<file path="config.mk">
export PLATFORM = sky130hd
export DESIGN_NAME = mdio_phy_slave
export DESIGN_NICKNAME = d
export VERILOG_FILES = /design/src/rtl/mdio_phy_pkg.sv /design/src/rtl/mdio_frame_dec.sv /design/src/rtl/mdio_phy_regs.sv /design/src/rtl/mdio_phy_slave.sv
export SDC_FILE = /design/constraint.sdc
export NUM_CORES = 1
export LEC_CHECK = 0
export BUFFER_PORTS_ARGS = -buffer_cell sky130_fd_sc_hd__buf_2
export CAP_MARGIN = 20
export CORE_ASPECT_RATIO = 0.8
export CORE_MARGIN = 2
export CORE_UTILIZATION = 54
export CTS_CLUSTER_DIAMETER = 50
export DETAILED_ROUTE_END_ITERATION = 10
export GPL_TIMING_DRIVEN = 0
export PLACE_DENSITY = 0.82
export SETUP_SLACK_MARGIN = 0.15
export SYNTH_ARGS = -nofsm -noshare
export SYNTH_HDL_FRONTEND = slang
export SYNTH_HIERARCHICAL = 1
export SYNTH_SLANG_ARGS = --single-unit
</file>
<file path="constraint.sdc">
create_clock -name clk -period 3.7 [get_ports clk]
set_clock_uncertainty 0.1 [all_clocks]
set_input_delay 0.74 -clock clk [delete_from_list [all_inputs] [get_ports clk]]
set_output_delay 0.74 -clock clk [all_outputs]
set_load 0.05 [all_outputs]
</file>
<file path="src/rtl/mdio_phy_pkg.sv">
// Shared types and constants for the serial management PHY slave.
// Assumes the usual two-bit operation codes; reset values are 16 bits wide.
package mdio_phy_pkg;

    typedef enum logic [2:0] {
        ST_PRE,
        ST_SOF,
        ST_OPC,
        ST_PHY,
        ST_REG,
        ST_TA,
        ST_DATA
    } frame_st_t;

    localparam logic [1:0] OPC_RD = 2'b10;
    localparam logic [1:0] OPC_WR = 2'b01;

    localparam logic [15:0] RST_CTRL = 16'h3100;
    localparam logic [15:0] RST_ID_HI = 16'h0300;
    localparam logic [15:0] RST_ID_LO = 16'hE400;
    localparam logic [15:0] RST_ADV = 16'h01E1;
    localparam logic [15:0] STATUS_VAL = 16'h782C;
    localparam logic [15:0] LP_BASE = 16'h4000;
    localparam logic [15:0] LP_MASK = 16'h01E0;
    localparam logic [15:0] DIAG_SRC = 16'h0180;
    localparam logic [15:0] DIAG_VAL = 16'h0C00;

endpackage

</file>
<file path="src/rtl/mdio_frame_dec.sv">
// Frame decoder for the management bus.
// Advances once per clock-line transition (step), so each bit takes two
// counter steps; field bits are taken on the second (completing) step.
// Assumes step is a single-cycle strobe and smp is the line value with it.
module mdio_frame_dec
    import mdio_phy_pkg::*;
#(
    parameter int AW       = 5,
    parameter int DW       = 16,
    parameter int PRE_BITS = 32,
    parameter int PHY_ADDR = 1
) (
    input  logic          clk,
    input  logic          rst_n,
    input  logic          step,
    input  logic          smp,
    input  logic [DW-1:0] rd_data,
    output logic [AW-1:0] rd_addr,
    output logic          wr_en,
    output logic [AW-1:0] wr_addr,
    output logic [DW-1:0] wr_data,
    output logic          drive,
    output logic          tx_bit,
    output logic          sof_miss
);

    localparam int HMAX = (2 * PRE_BITS > 2 * DW) ? 2 * PRE_BITS : 2 * DW;
    localparam int CNT_W = $clog2(HMAX + 1);
    localparam logic [CNT_W-1:0] LIM_PRE  = CNT_W'(2 * PRE_BITS);
    localparam logic [CNT_W-1:0] LIM_TWO  = CNT_W'(4);
    localparam logic [CNT_W-1:0] LIM_ADDR = CNT_W'(2 * AW);
    localparam logic [CNT_W-1:0] LIM_DATA = CNT_W'(2 * DW);
    localparam logic [AW-1:0]    MY_ADDR  = AW'(PHY_ADDR);

    frame_st_t        st;
    logic [CNT_W-1:0] cnt;
    logic [CNT_W-1:0] cnt_n;
    logic [1:0]       opc;
    logic [AW-1:0]    pad;
    logic [AW-1:0]    rad;
    logic [DW-1:0]    sh;
    logic             drv;
    logic             sof_q;

    // Next half-cycle count within the current field.
    assign cnt_n = cnt + 1'b1;

    // Write commit on the completing transition of the last data bit.
    assign wr_en   = step && (st == ST_DATA) && (cnt_n == LIM_DATA) &&
                     (opc == OPC_WR) && (pad == MY_ADDR) && !drv;
    assign wr_addr = rad;
    assign wr_data = {sh[DW-2:0], smp};
    assign rd_addr = rad;
    assign drive    = drv;
    assign tx_bit   = sh[DW-1];
    assign sof_miss = sof_q;

    // Frame state machine: counts half-cycles and shifts in fields.
    always_ff @(posedge clk) begin
        if (!rst_n) begin
            st    <= ST_PRE;
            cnt   <= '0;
            opc   <= '0;
            pad   <= '0;
            rad   <= '0;
            sh    <= '0;
            drv   <= 1'b0;
            sof_q <= 1'b0;
        end else begin
            sof_q <= 1'b0;
            if (step) begin
                case (st)
                    ST_PRE: begin
                        if (smp) begin
                            if (cnt != LIM_PRE) cnt <= cnt_n;
                        end else if (cnt == LIM_PRE) begin
                            st  <= ST_SOF;
                            cnt <= CNT_W'(1);
                        end else begin
                            cnt <= '0;
                        end
                    end
                    ST_SOF: begin
                        cnt <= cnt_n;
                        if (cnt_n == LIM_TWO) begin
                            if (!smp) sof_q <= 1'b1;
                            st  <= ST_OPC;
                            cnt <= '0;
                        end
                    end
                    ST_OPC: begin
                        cnt <= cnt_n;
                        if (!cnt_n[0]) opc <= {opc[0], smp};
                        if (cnt_n == LIM_TWO) begin
                            st  <= ST_PHY;
                            cnt <= '0;
                        end
                    end
                    ST_PHY: begin
                        cnt <= cnt_n;
                        if (!cnt_n[0]) pad <= {pad[AW-2:0], smp};
                        if (cnt_n == LIM_ADDR) begin
                            st  <= ST_REG;
                            cnt <= '0;
                        end
                    end
                    ST_REG: begin
                        cnt <= cnt_n;
                        if (!cnt_n[0]) rad <= {rad[AW-2:0], smp};
                        if (cnt_n == LIM_ADDR) begin
                            st  <= ST_TA;
                            cnt <= '0;
                        end
                    end
                    ST_TA: begin
                        cnt <= cnt_n;
                        if (cnt_n == LIM_TWO) begin
                            st  <= ST_DATA;
                            cnt <= '0;
                            if (opc == OPC_RD && pad == MY_ADDR) begin
                                sh  <= rd_data;
                                drv <= 1'b1;
                            end
                        end
                    end
                    ST_DATA: begin
                        cnt <= cnt_n;
                        if (!cnt_n[0]) sh <= {sh[DW-2:0], (drv ? 1'b0 : smp)};
                        if (cnt_n == LIM_DATA) begin
                            st  <= ST_PRE;
                            cnt <= '0;
                            drv <= 1'b0;
                        end
                    end
                    default: begin
                        st  <= ST_PRE;
                        cnt <= '0;
                    end
                endcase
            end
        end
    end

endmodule

</file>
<file path="src/rtl/mdio_phy_regs.sv">
// PHY register file: 2**AW stored words plus three registers computed on read.
// Writes to computed registers are stored but never show on their read.
// Assumes DW is 16 so the reset and computed constants fit exactly.
module mdio_phy_regs
    import mdio_phy_pkg::*;
#(
    parameter int AW       = 5,
    parameter int DW       = 16,
    parameter int STAT_REG = 1,
    parameter int ADV_REG  = 4,
    parameter int LP_REG   = 5,
    parameter int DIAG_REG = 18
) (
    input  logic          clk,
    input  logic          rst_n,
    input  logic          wr_en,
    input  logic [AW-1:0] wr_addr,
    input  logic [DW-1:0] wr_data,
    input  logic [AW-1:0] rd_addr,
    output logic [DW-1:0] rd_data
);

    localparam int NREG = 1 << AW;

    logic [DW-1:0] words [NREG];
    logic [DW-1:0] adv;

    function automatic logic [DW-1:0] rst_val(input int idx);
        case (idx)
            0:       return DW'(RST_CTRL);
            2:       return DW'(RST_ID_HI);
            3:       return DW'(RST_ID_LO);
            ADV_REG: return DW'(RST_ADV);
            default: return '0;
        endcase
    endfunction

    for (genvar g = 0; g < NREG; g++) begin : g_word
        logic [DW-1:0] q;
        // One storage word with its own reset value and write decode.
        always_ff @(posedge clk) begin
            if (!rst_n)                               q <= rst_val(g);
            else if (wr_en && wr_addr == AW'(g))      q <= wr_data;
        end
        assign words[g] = q;
    end

    assign adv = words[ADV_REG];

    // Read mux: computed views first, stored words otherwise.
    always_comb begin
        if (rd_addr == AW'(STAT_REG))
            rd_data = DW'(STATUS_VAL);
        else if (rd_addr == AW'(LP_REG))
            rd_data = DW'(LP_BASE) | (adv & DW'(LP_MASK));
        else if (rd_addr == AW'(DIAG_REG))
            rd_data = ((adv & DW'(DIAG_SRC)) != '0) ? DW'(DIAG_VAL) : '0;
        else
            rd_data = words[rd_addr];
    end

endmodule

</file>
<file path="src/rtl/mdio_phy_slave.sv">
// Top level: host control register that bit-bangs the management bus,
// feeding the frame decoder and PHY register file.
// Assumes control bit 0 is the data line and bit 2 the clock line.
module mdio_phy_slave #(
    parameter int CTL_W    = 32,
    parameter int AW       = 5,
    parameter int DW       = 16,
    parameter int PRE_BITS = 32,
    parameter int PHY_ADDR = 1
) (
    input  logic             clk,
    input  logic             rst_n,
    input  logic             ctl_we,
    input  logic [CTL_W-1:0] ctl_wdata,
    output logic [CTL_W-1:0] ctl_rdata,
    output logic             mdio_oe,
    output logic             sof_miss
);

    localparam int MDIO_BIT = 0;
    localparam int MDC_BIT  = 2;

    logic          mdc_q;
    logic          host_q;
    logic          step;
    logic          reg_wr_en;
    logic [AW-1:0] reg_wr_addr;
    logic [DW-1:0] reg_wr_data;
    logic [AW-1:0] reg_rd_addr;
    logic [DW-1:0] reg_rd_data;
    logic          tx_bit;
    logic          unused_ctl;

    assign unused_ctl = ^ctl_wdata;

    // A decoder step is any control write that changes the clock bit.
    assign step = ctl_we && (ctl_wdata[MDC_BIT] != mdc_q);

    // Host-side line levels held from the last control write.
    always_ff @(posedge clk) begin
        if (!rst_n) begin
            mdc_q  <= 1'b0;
            host_q <= 1'b0;
        end else if (ctl_we) begin
            mdc_q  <= ctl_wdata[MDC_BIT];
            host_q <= ctl_wdata[MDIO_BIT];
        end
    end

    assign ctl_rdata = {{(CTL_W-1){1'b0}}, (mdio_oe ? tx_bit : host_q)};

    mdio_frame_dec #(
        .AW(AW), .DW(DW), .PRE_BITS(PRE_BITS), .PHY_ADDR(PHY_ADDR)
    ) u_dec (
        .clk      (clk),
        .rst_n    (rst_n),
        .step     (step),
        .smp      (ctl_wdata[MDIO_BIT]),
        .rd_data  (reg_rd_data),
        .rd_addr  (reg_rd_addr),
        .wr_en    (reg_wr_en),
        .wr_addr  (reg_wr_addr),
        .wr_data  (reg_wr_data),
        .drive    (mdio_oe),
        .tx_bit   (tx_bit),
        .sof_miss (sof_miss)
    );

    mdio_phy_regs #(
        .AW(AW), .DW(DW)
    ) u_regs (
        .clk     (clk),
        .rst_n   (rst_n),
        .wr_en   (reg_wr_en),
        .wr_addr (reg_wr_addr),
        .wr_data (reg_wr_data),
        .rd_addr (reg_rd_addr),
        .rd_data (reg_rd_data)
    );

endmodule

</file>
# [After elaboration in Yosys (flattened, before gate mapping)]
# Cells that the tools add are included.
[classes] add_sub_neg=1 magnitude_cmp=1 eq_ne=57 muxes=34 bitwise=2 reduce_logical=54
[ops] op="$mux 16" n=8
[ops] op="$bmux 16 s5" n=1
[ops] op="$eq 5x5->1 const B" n=16
[ops] op="$eq 5x4->1 const B" n=8
[ops] op="$logic_and 1x1->1" n=39
[ops] op="$mux 7" n=5
[ops] op="$pmux 16 s2" n=1
[ops] op="$pmux 7 s4" n=1
[ops] op="$mux 3" n=8
[ops] op="$pmux 3 s7" n=1
[ops] op="$eq 5x3->1 const B" n=4
[ops] op="$reduce_bool 16->1" n=1
[ops] op="$ne 2x1->1 const B" n=7
[ops] op="$mux 12" n=1
[ops] op="$eq 5x1->1 const B" n=2
[ops] op="$eq 5x2->1 const B" n=2
[ops] op="$reduce_and 5->1" n=2
[ops] op="$eq 3x3->1 const B" n=3
[ops] op="$reduce_and 3->1" n=3
[ops] op="$reduce_and 9->1" n=1
[ops] op="$add 7x1->7 const B" n=1
[ops] op="$eq 7x3->1 const B" n=1
[ops] op="$eq 7x4->1 const B" n=1
[ops] op="$eq 7x6->1 const B" n=1
[ops] op="22 further kinds" n=31
[totals] register_bits=554 inputBits=35 out_inout_bits=34 elab_cells=191

# [Logic depth before layout (Yosys ltp)]
# Gate-level depths: netlist of the first run.
[depth] depth_word=10 mapped_depth=13 ltp_nobuf=11

# [By module]
# The synthesis of the first run kept the hierarchy.
[by_module_without_submodules] mod="mdio_phy_regs" instances=1 cells_each=2669 area_per_inst_um2=23423.7 seq_area_each_um2=10229.8
[by_module_without_submodules] mod="mdio_frame_dec" instances=1 cells_each=270 area_per_inst_um2=2317.2 seq_area_each_um2=800.8
[by_module_without_submodules] mod="mdio_phy_slave" instances=1 cells_each=41 area_per_inst_um2=336.6 seq_area_each_um2=40.0

# [Worst setup path before layout of the first run]
# No wires, ideal clock.
[synth_timing] path_type="register to register" from="register u_dec.cnt[0]" to="register u_regs.g_word[15].q[10]" setup_ps=116 arrival_ps=3169 slack_ps=315 stages_incl_launch_ff=13 n_path_buf=1 cell_sequence="dfxtp_1 ha_1 or4_1 o21ai_1 nor2_1 or3_1 nor3_1 and2b_1 nand3_1 nor2_4 buf_4 mux2i_1 nor2b_1"
[synth_between] elab_chain_len=7
[synth_lines] element="from (decl)" line_no="mdio_frame_dec.sv:36" rtl="logic [CNT_W-1:0] cnt;"
[synth_lines] element="from (signal assigned)" line_no="mdio_frame_dec.sv:75" rtl="if (cnt != LIM_PRE) cnt <= cnt_n;"
[synth_lines] element="from (signal assigned)" line_no="mdio_frame_dec.sv:84" rtl="cnt <= cnt_n;"
[synth_lines] element="from (signal assigned)" line_no="mdio_frame_dec.sv:92" rtl="cnt <= cnt_n;"
[synth_lines] element="$add 7x1->7" line_no="mdio_frame_dec.sv:46" rtl="assign cnt_n = cnt + 1'b1;"
[synth_lines] element="$eq 7x6->1" line_no="mdio_frame_dec.sv:49" rtl="assign wr_en = step && (st == ST_DATA) && (cnt_n == LIM_DATA) &&"
[synth_lines] element="$logic_and 1x1->1 (2 in a row)" line_no="mdio_frame_dec.sv:49"
[synth_lines] element="$logic_and 1x1->1 (2 in a row)" line_no="mdio_frame_dec.sv:50" rtl="(opc == OPC_WR) && (pad == MY_ADDR) && !drv;"
[synth_lines] element="named net reg_wr_en" line_no="mdio_phy_slave.sv:26" rtl="logic reg_wr_en;"
[synth_lines] element="$logic_and 1x1->1" line_no="mdio_phy_regs.sv:43" rtl="else if (wr_en && wr_addr == AW'(g)) q <= wr_data;"
[synth_lines] element="to (signal assigned)" line_no="mdio_phy_regs.sv:42" rtl="if (!rst_n) q <= rst_val(g);"
[synth_lines] element="to (signal assigned)" line_no="mdio_phy_regs.sv:43"
[synth_lines] element="to (decl)" line_no="mdio_phy_regs.sv:39" rtl="logic [DW-1:0] q;"
# The timed path passes the listed nets, and every way through them passes these cells.
# A chain may end at the register's enable or synchronous reset.

# [Final worst setup path of the first run]
[layout_timing] from="register u_dec.rad[2], in the netlist u_dec/rd_addr[2]" to="register u_dec.sh[11]"
[layout_between] elab_chain_len=10 word_cells_on_any_way=13 cone_classes="3 x eq/ne; 9 x mux; 1 x bitwise"
[layout_lines] element="from (decl)" line_no="mdio_frame_dec.sv:40" rtl="logic [AW-1:0] rad;"
[layout_lines] element="from (signal assigned)" line_no="mdio_frame_dec.sv:109" rtl="if (!cnt_n[0]) rad <= {rad[AW-2:0], smp};"
[layout_lines] element="$not 5->6 (implied by the code)" line_no="mdio_phy_regs.sv:59" rtl="rd_data = words[rd_addr];"
[layout_lines] element="$bmux 16 s5" line_no="mdio_phy_regs.sv:59"
[layout_lines] element="$mux 16 (implied by the code) (2 in a row)" line_no="mdio_phy_regs.sv:59"
[layout_lines] element="$mux 16" line_no="mdio_phy_regs.sv:56" rtl="else if (rd_addr == AW'(DIAG_REG))"
[layout_lines] element="$mux 16" line_no="mdio_phy_regs.sv:54" rtl="else if (rd_addr == AW'(LP_REG))"
[layout_lines] element="$mux 16 *" line_no="mdio_phy_regs.sv:52" rtl="if (rd_addr == AW'(STAT_REG))"
[layout_lines] element="named net reg_rd_data[11]" line_no="mdio_phy_slave.sv:30" rtl="logic [DW-1:0] reg_rd_data;"
[layout_lines] element="$mux 16 *" line_no="mdio_frame_dec.sv:120" rtl="if (opc == OPC_RD && pad == MY_ADDR) begin"
[layout_lines] element="$mux 16 *" line_no="mdio_frame_dec.sv:117" rtl="if (cnt_n == LIM_TWO) begin"
[layout_lines] element="$pmux 16 s2 *" line_no="mdio_frame_dec.sv:72" rtl="case (st)"
[layout_lines] element="to (signal assigned)" line_no="mdio_frame_dec.sv:121" rtl="sh <= rd_data;"
[layout_lines] element="to (signal assigned)" line_no="mdio_frame_dec.sv:128" rtl="if (!cnt_n[0]) sh <= {sh[DW-2:0], (drv ? 1'b0 : smp)};"
[layout_lines] element="to (decl)" line_no="mdio_frame_dec.sv:41" rtl="logic [DW-1:0] sh;"
# The timed path passes the listed nets; every way through them passes the cells marked *. The select of a mux whose other input is x is not followed.

==> run metrics, run 1 <==
outcome=finished, final reports clean; Cell Area, Synth=about 26000 um2; clk sinks=between 500 and 600; gr usage total=between 40% and 50%; number of global-route vias before repair=between 20000 and 25000; Tot Pwr=roughly 13000 uW; most used routing layer=met2; Buf/Inv on CP=2; Core Box Area=approximately 47000 um2; Clock Path Buffers=3; Tightest Pin Transition=between 1000 and 1500 ps; Detailed Routing Iterations Pass 1=8; clk root buf=clkbuf_16; Pleak=around 0.0096 uW; die width=~250 um; first-pass GRT wire length=approximately 150 mm; CP arrival=between 4000 and 5000 ps; Slowest-stage cell, CP=clkbuf_1; P per Cell Area=~420 nW/um2; CP Cell Sequence=buf_2, nor2_2, clkbuf_1, a21oi_1, a21oi_1, a221oi_1, a31oi_1, o21ai_0, a311oi_2; First DRT Iteration DRCs=roughly 3200; detailed-route wire length per cell=roughly 28 um; maximum clock rate=between 200 and 300 MHz; Setup TNS=0 ps; worst-skew pair later-pin latency=slightly above 600 ps; period utilization=97.72%; worst min path class=in -> reg; fin nets=3147; DP HPWL=around 77 mm; Post-synth top flop=dfxtp_1; count leader, synth=nand2_1; initial core utilization=approximately 55%; post-synthesis sequential area ratio=a little over two fifths; CP Data Required Time=just over 4000 ps; Worst Setup End Kind=flop; Largest delay share family, worst path=compound AO/OA/AOI/OAI gates; max-cap viol count=0; initial antenna violation count=4; R2R Path Start=u_dec/rd_addr[2]; Port Buffer Count=7; share of layout cells above drive strength 1=15.87%; Tmin final=3616 ps; critical path class=reg -> reg; Syn-to-layout area delta=14.48%; WHS Endpoint=mdc_q; M2 GR Usage=59.01%; Synth warnings=6; vias=about 24000; crit path max fanout=10; fin. max-slew vios=0; Critical R2R Capture=u_dec/sh[11]; antenna-violating nets left=0; Setup-failing EPs final=0; final hold vios=0; global placer's final weighted congestion=approximately 1.0; Slew HR=22.37%; RSZ-0062 raised after global routing=yes; commonest cells in the netlist=1038 x nand2_1, 553 x dfxtp_1, 428 x a21boi_0, 164 x clkbuf_1; ys async rst share=0%; IO Count=69; Synth Area per Inst=roughly 9 um2; CP Launch Type=flop; worst r2r path cells=9; most frequent CP cell=a21oi_1; worst hold start=ctl_wdata[2]; Synth area leaders=dfxtp_1 42%, nand2_1 15%, a21boi_0 12%; Synth Instances=just under 3000; vias per inst=~6.5; number of remaining DRC errors=0; Synth area leader=dfxtp_1; Seq cells post-synth=around 550; CP peak stage delay=about 750 ps; Fill cells=slightly below 4000; maximum VDD drop=0.3154 mV; Detailed Route WL=107.3 mm; met1 Use GR=approximately 57%; row count=slightly above 70; met3 GRT Util=about 14%; Clock Pin Slew Worst Setup and Hold Paths=roughly 70 ps; Post-CTS Hold Fix Bufs=0; number of synthesized flops with an enable pin=0; grt ovf=0; Hold Crit Depth=3; share of Yosys cell area claimed by the top area cell type=between 40% and 50%; largest net degree at the start of global routing=16; CTS buffer count=56; Die Y=between 200 and 250 um; synth unique cells=79; CTS tree=yes; die area=around 50000 um2; reg-to-reg setup timing slack=about 84 ps; H-tree levels=2
-- cell type report --
cell class	count	area [um2]	area share (%)
Clock inverter	25	437.9	1.467
Antenna cell	3	7.507	0.02515
Tap cell	620	775.7	2.599
Timing Repair Buffer	41	302.8	1.014
Multi-Input combinational cell	2168	14150	47.40
Clock buffer	75	1604	5.373
Sequential cell	553	11070	37.09
Buffer	279	1469	4.921
Inverter	9	33.78	0.1132
-- placed cells by master, fill, tap and decap left out, types with 28 or more instances in the layout --
cell and instances:
nand2_1 1018, mux2i_1 103, a21boi_0 423, dfxtp_1 551, nor2_4 28, buf_2 59, conb_1 31, a21boi_1 29
clkbuf_1 137, nand3_1 35, clkbuf_16 57, buf_4 88, nor2_1 43, nor2b_1 56, o21ai_0 29, mux4_2 103
a22oi_1 33
-- flip-flops by register name, summed over array words and instances, names as in the netlist --
name	count
host_q	1
mdc_q	1
u_dec/cnt	7
u_dec/drive	1
u_dec/opc	2
u_dec/pad	5
u_dec/rd_addr	5
u_dec/sh	16
u_dec/sof_miss	1
u_dec/st	3
u_regs/adv	16
u_regs/g_word.q	495
-- worst max path at each step --
| stage | startpoint | to | slack, ps | cells after the start |
|---|---|---|---|---|
| after floorplan | u_dec/cnt[0] | u_regs/g_word[15].q[10] | 310 | 12 |
| after global placement | u_dec/st[2] | u_regs/g_word[17].q[6] | -1360 | 13 |
| after detailed placement | u_dec/st[2] | u_regs/g_word[7].q[7] | -1430 | 13 |
| after CTS | u_dec/cnt[1] | u_regs/g_word[17].q[9] | 40 | 12 |
| after global routing | u_dec/cnt[0] | u_regs/g_word[24].q[7] | 60 | 13 |
| final | u_dec/rd_addr[2] | u_dec/sh[11] | 80 | 9 |
-- metrics by stage --
step	hold slack (ps)	utilization (%)	std cells	area, um2	setup slack (ps)
after global routing	354.7	63.03	3770	29840	61.12
after global placement	337.1	57.03	3637	27000	-1358
after detailed placement	348.4	57.03	3637	27000	-1431
final	320.3	63.05	3773	29850	84.29
after floorplan	331.9	-	3010	26190	314.8
after CTS	306.7	62.27	3751	29480	35.00
-- cells by family after synthesis --
logic type                 synth area share (%)
and+or+nand+nor                           20.11
DFF                                       42.45
adders and majority gates                0.1919
buffers and inverters                     5.388
AOI/OAI and AO/OA                         18.50
other                                   0.01438
xor gates and xnor gates                 0.1344
muxes                                     13.21
-- per-layer routing --
| metal | routed length (um) | share of wire, % |
|---|---|---|
| met4 | 5554 | 5.2 |
| met3 | 15980 | 15 |
| met2 | 43740 | 41 |
| met1 | 42060 | 39 |
| met5 | 0 | 0 |
-- worst register-to-register path: stages (launching register included) --
cell and delay [ps]:
dfxtp_1 400, buf_2 320, nor2_2 650, clkbuf_1 760, a21oi_1 150, a21oi_1 290, a221oi_1 110, a31oi_1 300
o21ai_0 170, a311oi_2 290
-- power breakdown --
group | total (uW) | switching, uW | internal (uW)
logic | 356 | 241 | 115
registers | 5960 | 4.12 | 5950
clock network | 6330 | 2520 | 3810
total | 12600 | 2770 | 9880
-- what timing repair did --
action / in CTS / in global routing
buffers inserted: 14 / 20
endpoints found under the setup margin: 512 / 430
pin swaps: 11 / 14
resized for setup: 91 / 117
No activity file was read; power rests on OpenSTA's default activity.
==> run 2, diff against run 1 <==
Settings changed: CTS_CLUSTER_SIZE from default to 25.
Clock period 3.7 ns to 3.9 ns, I/O delays scaled along.
==> run metrics, run 2 (synthesis results as in run 1) <==
number of global-route vias before repair=about 22000; CP arrival=around 4200 ps; H-tree levels=2; CTS buffer count=44; WHS Endpoint=u_regs/g_word[28].q[9]; worst-skew pair later-pin latency=about 630 ps; period utilization=96.66%; vias=between 20000 and 25000; maximum VDD drop=roughly 0.35 mV; worst min path class=reg -> reg; Worst Setup End Kind=flop; worst hold start=u_regs/g_word[28].q[9]; global placer's final weighted congestion=a little over 1; first-pass GRT wire length=151.4 mm; Finished Layout Cells=3734; R2R Path Start=u_dec/st[2]; Most flops, register=u_regs/g_word.q; initial antenna violation count=3; Clock Pin Slew Worst Setup and Hold Paths=approximately 80 ps; initial core utilization=a little under three fifths; Tightest Pin Transition=roughly 1200 ps; Syn-to-layout area delta=11.49%; Hold Crit Depth=2; detailed-route wire length per cell=approximately 29 um; antenna-violating nets left=0; Tmin final=~3800 ps; crit path max fanout=10; Largest register FFs=between 400 and 500; die width=between 200 and 250 um; reg-to-reg setup timing slack=130 ps; gr usage total=between 40% and 50%; Detailed Route WL=roughly 110 mm; grt ovf=0; fin nets=slightly above 3000; Fin Hold WS=around 360 ps; commonest non-fill, non-tap cell in the layout=nand2_1; CTS tree=yes; maximum clock rate=around 270 MHz; IO Count=69; critical path class=reg -> reg; RSZ-0062 raised after global routing=yes; worst r2r path cells=13; Clock Path Buffers=3; fin. max-slew vios=0; vias per inst=between 6 and 7; clk sinks=553; Port Buffer Count=7; share of layout cells above drive strength 1=between 10 and 15%; largest net degree at the start of global routing=26; CP Data Required Time=4300 ps; P per Cell Area=about 380 nW/um2; First DRT Iteration DRCs=~3300; Setup-failing EPs final=0; most frequent cells in the layout=1027 x nand2_1, 552 x dfxtp_1, 428 x a21boi_0; Die Y=200.6 um; CP Launch Type=flop; Slew HR=21.57%; Core Box Area=approximately 47000 um2; row count=71; clk root buf=clkbuf_16; Critical R2R Capture=u_regs/g_word[28].q[14]; Pleak=between 0.009 and 0.01 uW; max-cap viol count=0; die area=about 50000 um2; DP HPWL=76.59 mm; Fill cells=between 3000 and 4000; outcome=finished, final reports clean; final hold vios=0; Detailed Routing Iterations Pass 1=6; placed cell count=roughly 3600; number of remaining DRC errors=0
run 2: worst max path at each step:
stage	from	to	slack, ps	cells after the start
2_1_floorplan	u_dec/cnt[0]	u_regs/g_word[15].q[10]	510	12
3_3_place_gp	u_dec/st[2]	u_regs/g_word[17].q[6]	-1160	13
3_5_place_dp	u_dec/st[2]	u_regs/g_word[7].q[7]	-1230	13
4_1_cts	u_dec/cnt[1]	u_regs/g_word[2].q[10]	220	13
5_1_grt	u_dec/st[2]	u_regs/g_word[29].q[5]	110	13
6_report	u_dec/st[2]	u_regs/g_word[28].q[14]	130	13
run 2: report_power, final:
part           switching [uW]  internal (uW)  leakage, uW
logic                     230            109      0.00397
clock network            2470           2500     0.000773
registers                3.56           5640      0.00445
total                    2700           8250      0.00920
run 2: timing repair:
action | CTS | global route
buffers inserted | 7 | 8
pin swaps | 7 | 4
resized for setup | 52 | 58
endpoints found under the setup margin | 511 | 314
hold buffers | 0 | 0
run 2: final cells by class:
type                            count  area [um2]  share of cell area [%]
Antenna cell                        1       2.502                0.008607
Buffer                            280        1398                   4.807
Clock buffer                       49        1171                   4.028
Clock inverter                     31       405.4                   1.394
Inverter                            9       33.78                  0.1162
Multi-Input combinational cell   2168       14040                   48.31
Sequential cell                   553       11070                   38.08
Tap cell                          620       775.7                   2.668
Timing Repair Buffer               23       171.4                  0.5896
run 2: worst max-delay path, cell delays in order, from the launching register on:
cell	delay (ps)
dfxtp_1	360
clkbuf_2	230
nand2_1	90
buf_2	220
nor2_4	180
clkbuf_2	310
nand4_1	260
nor3_4	280
buf_12	160
nand4_1	350
nor3_4	450
buf_2	340
nand2_1	90
a21boi_0	260
run 2: routing by layer:
| metal | GRT usage [%] | part of all wire (%) | vias to the layer above |
|---|---|---|---|
| li1 | - | - | 10290 |
| met3 | 13.29 | 15 | 330 |
| met4 | 19.58 | 5.3 | 2 |
| met2 | 58.02 | 41 | 1897 |
| met1 | 56.92 | 39 | 11730 |
| met5 | 0 | 0.012 | - |
run 2: per-stage QoR:
| stage | power (uW) | TNS (ps) | utilization [%] | setup WS, ps | area (um2) |
|---|---|---|---|---|---|
| 2_1_floorplan | 6011 | 0 | - | 514.8 | 26190 |
| 3_3_place_gp | 6099 | -380200 | 57.03 | -1158 | 27000 |
| 3_5_place_dp | 6103 | -432950 | 57.03 | -1231 | 27000 |
| 4_1_cts | 10940 | 0 | 60.93 | 216.2 | 28850 |
| 5_1_grt | 11180 | 0 | 61.40 | 110.7 | 29070 |
| 6_report | 10950 | 0 | 61.40 | 130.4 | 29070 |
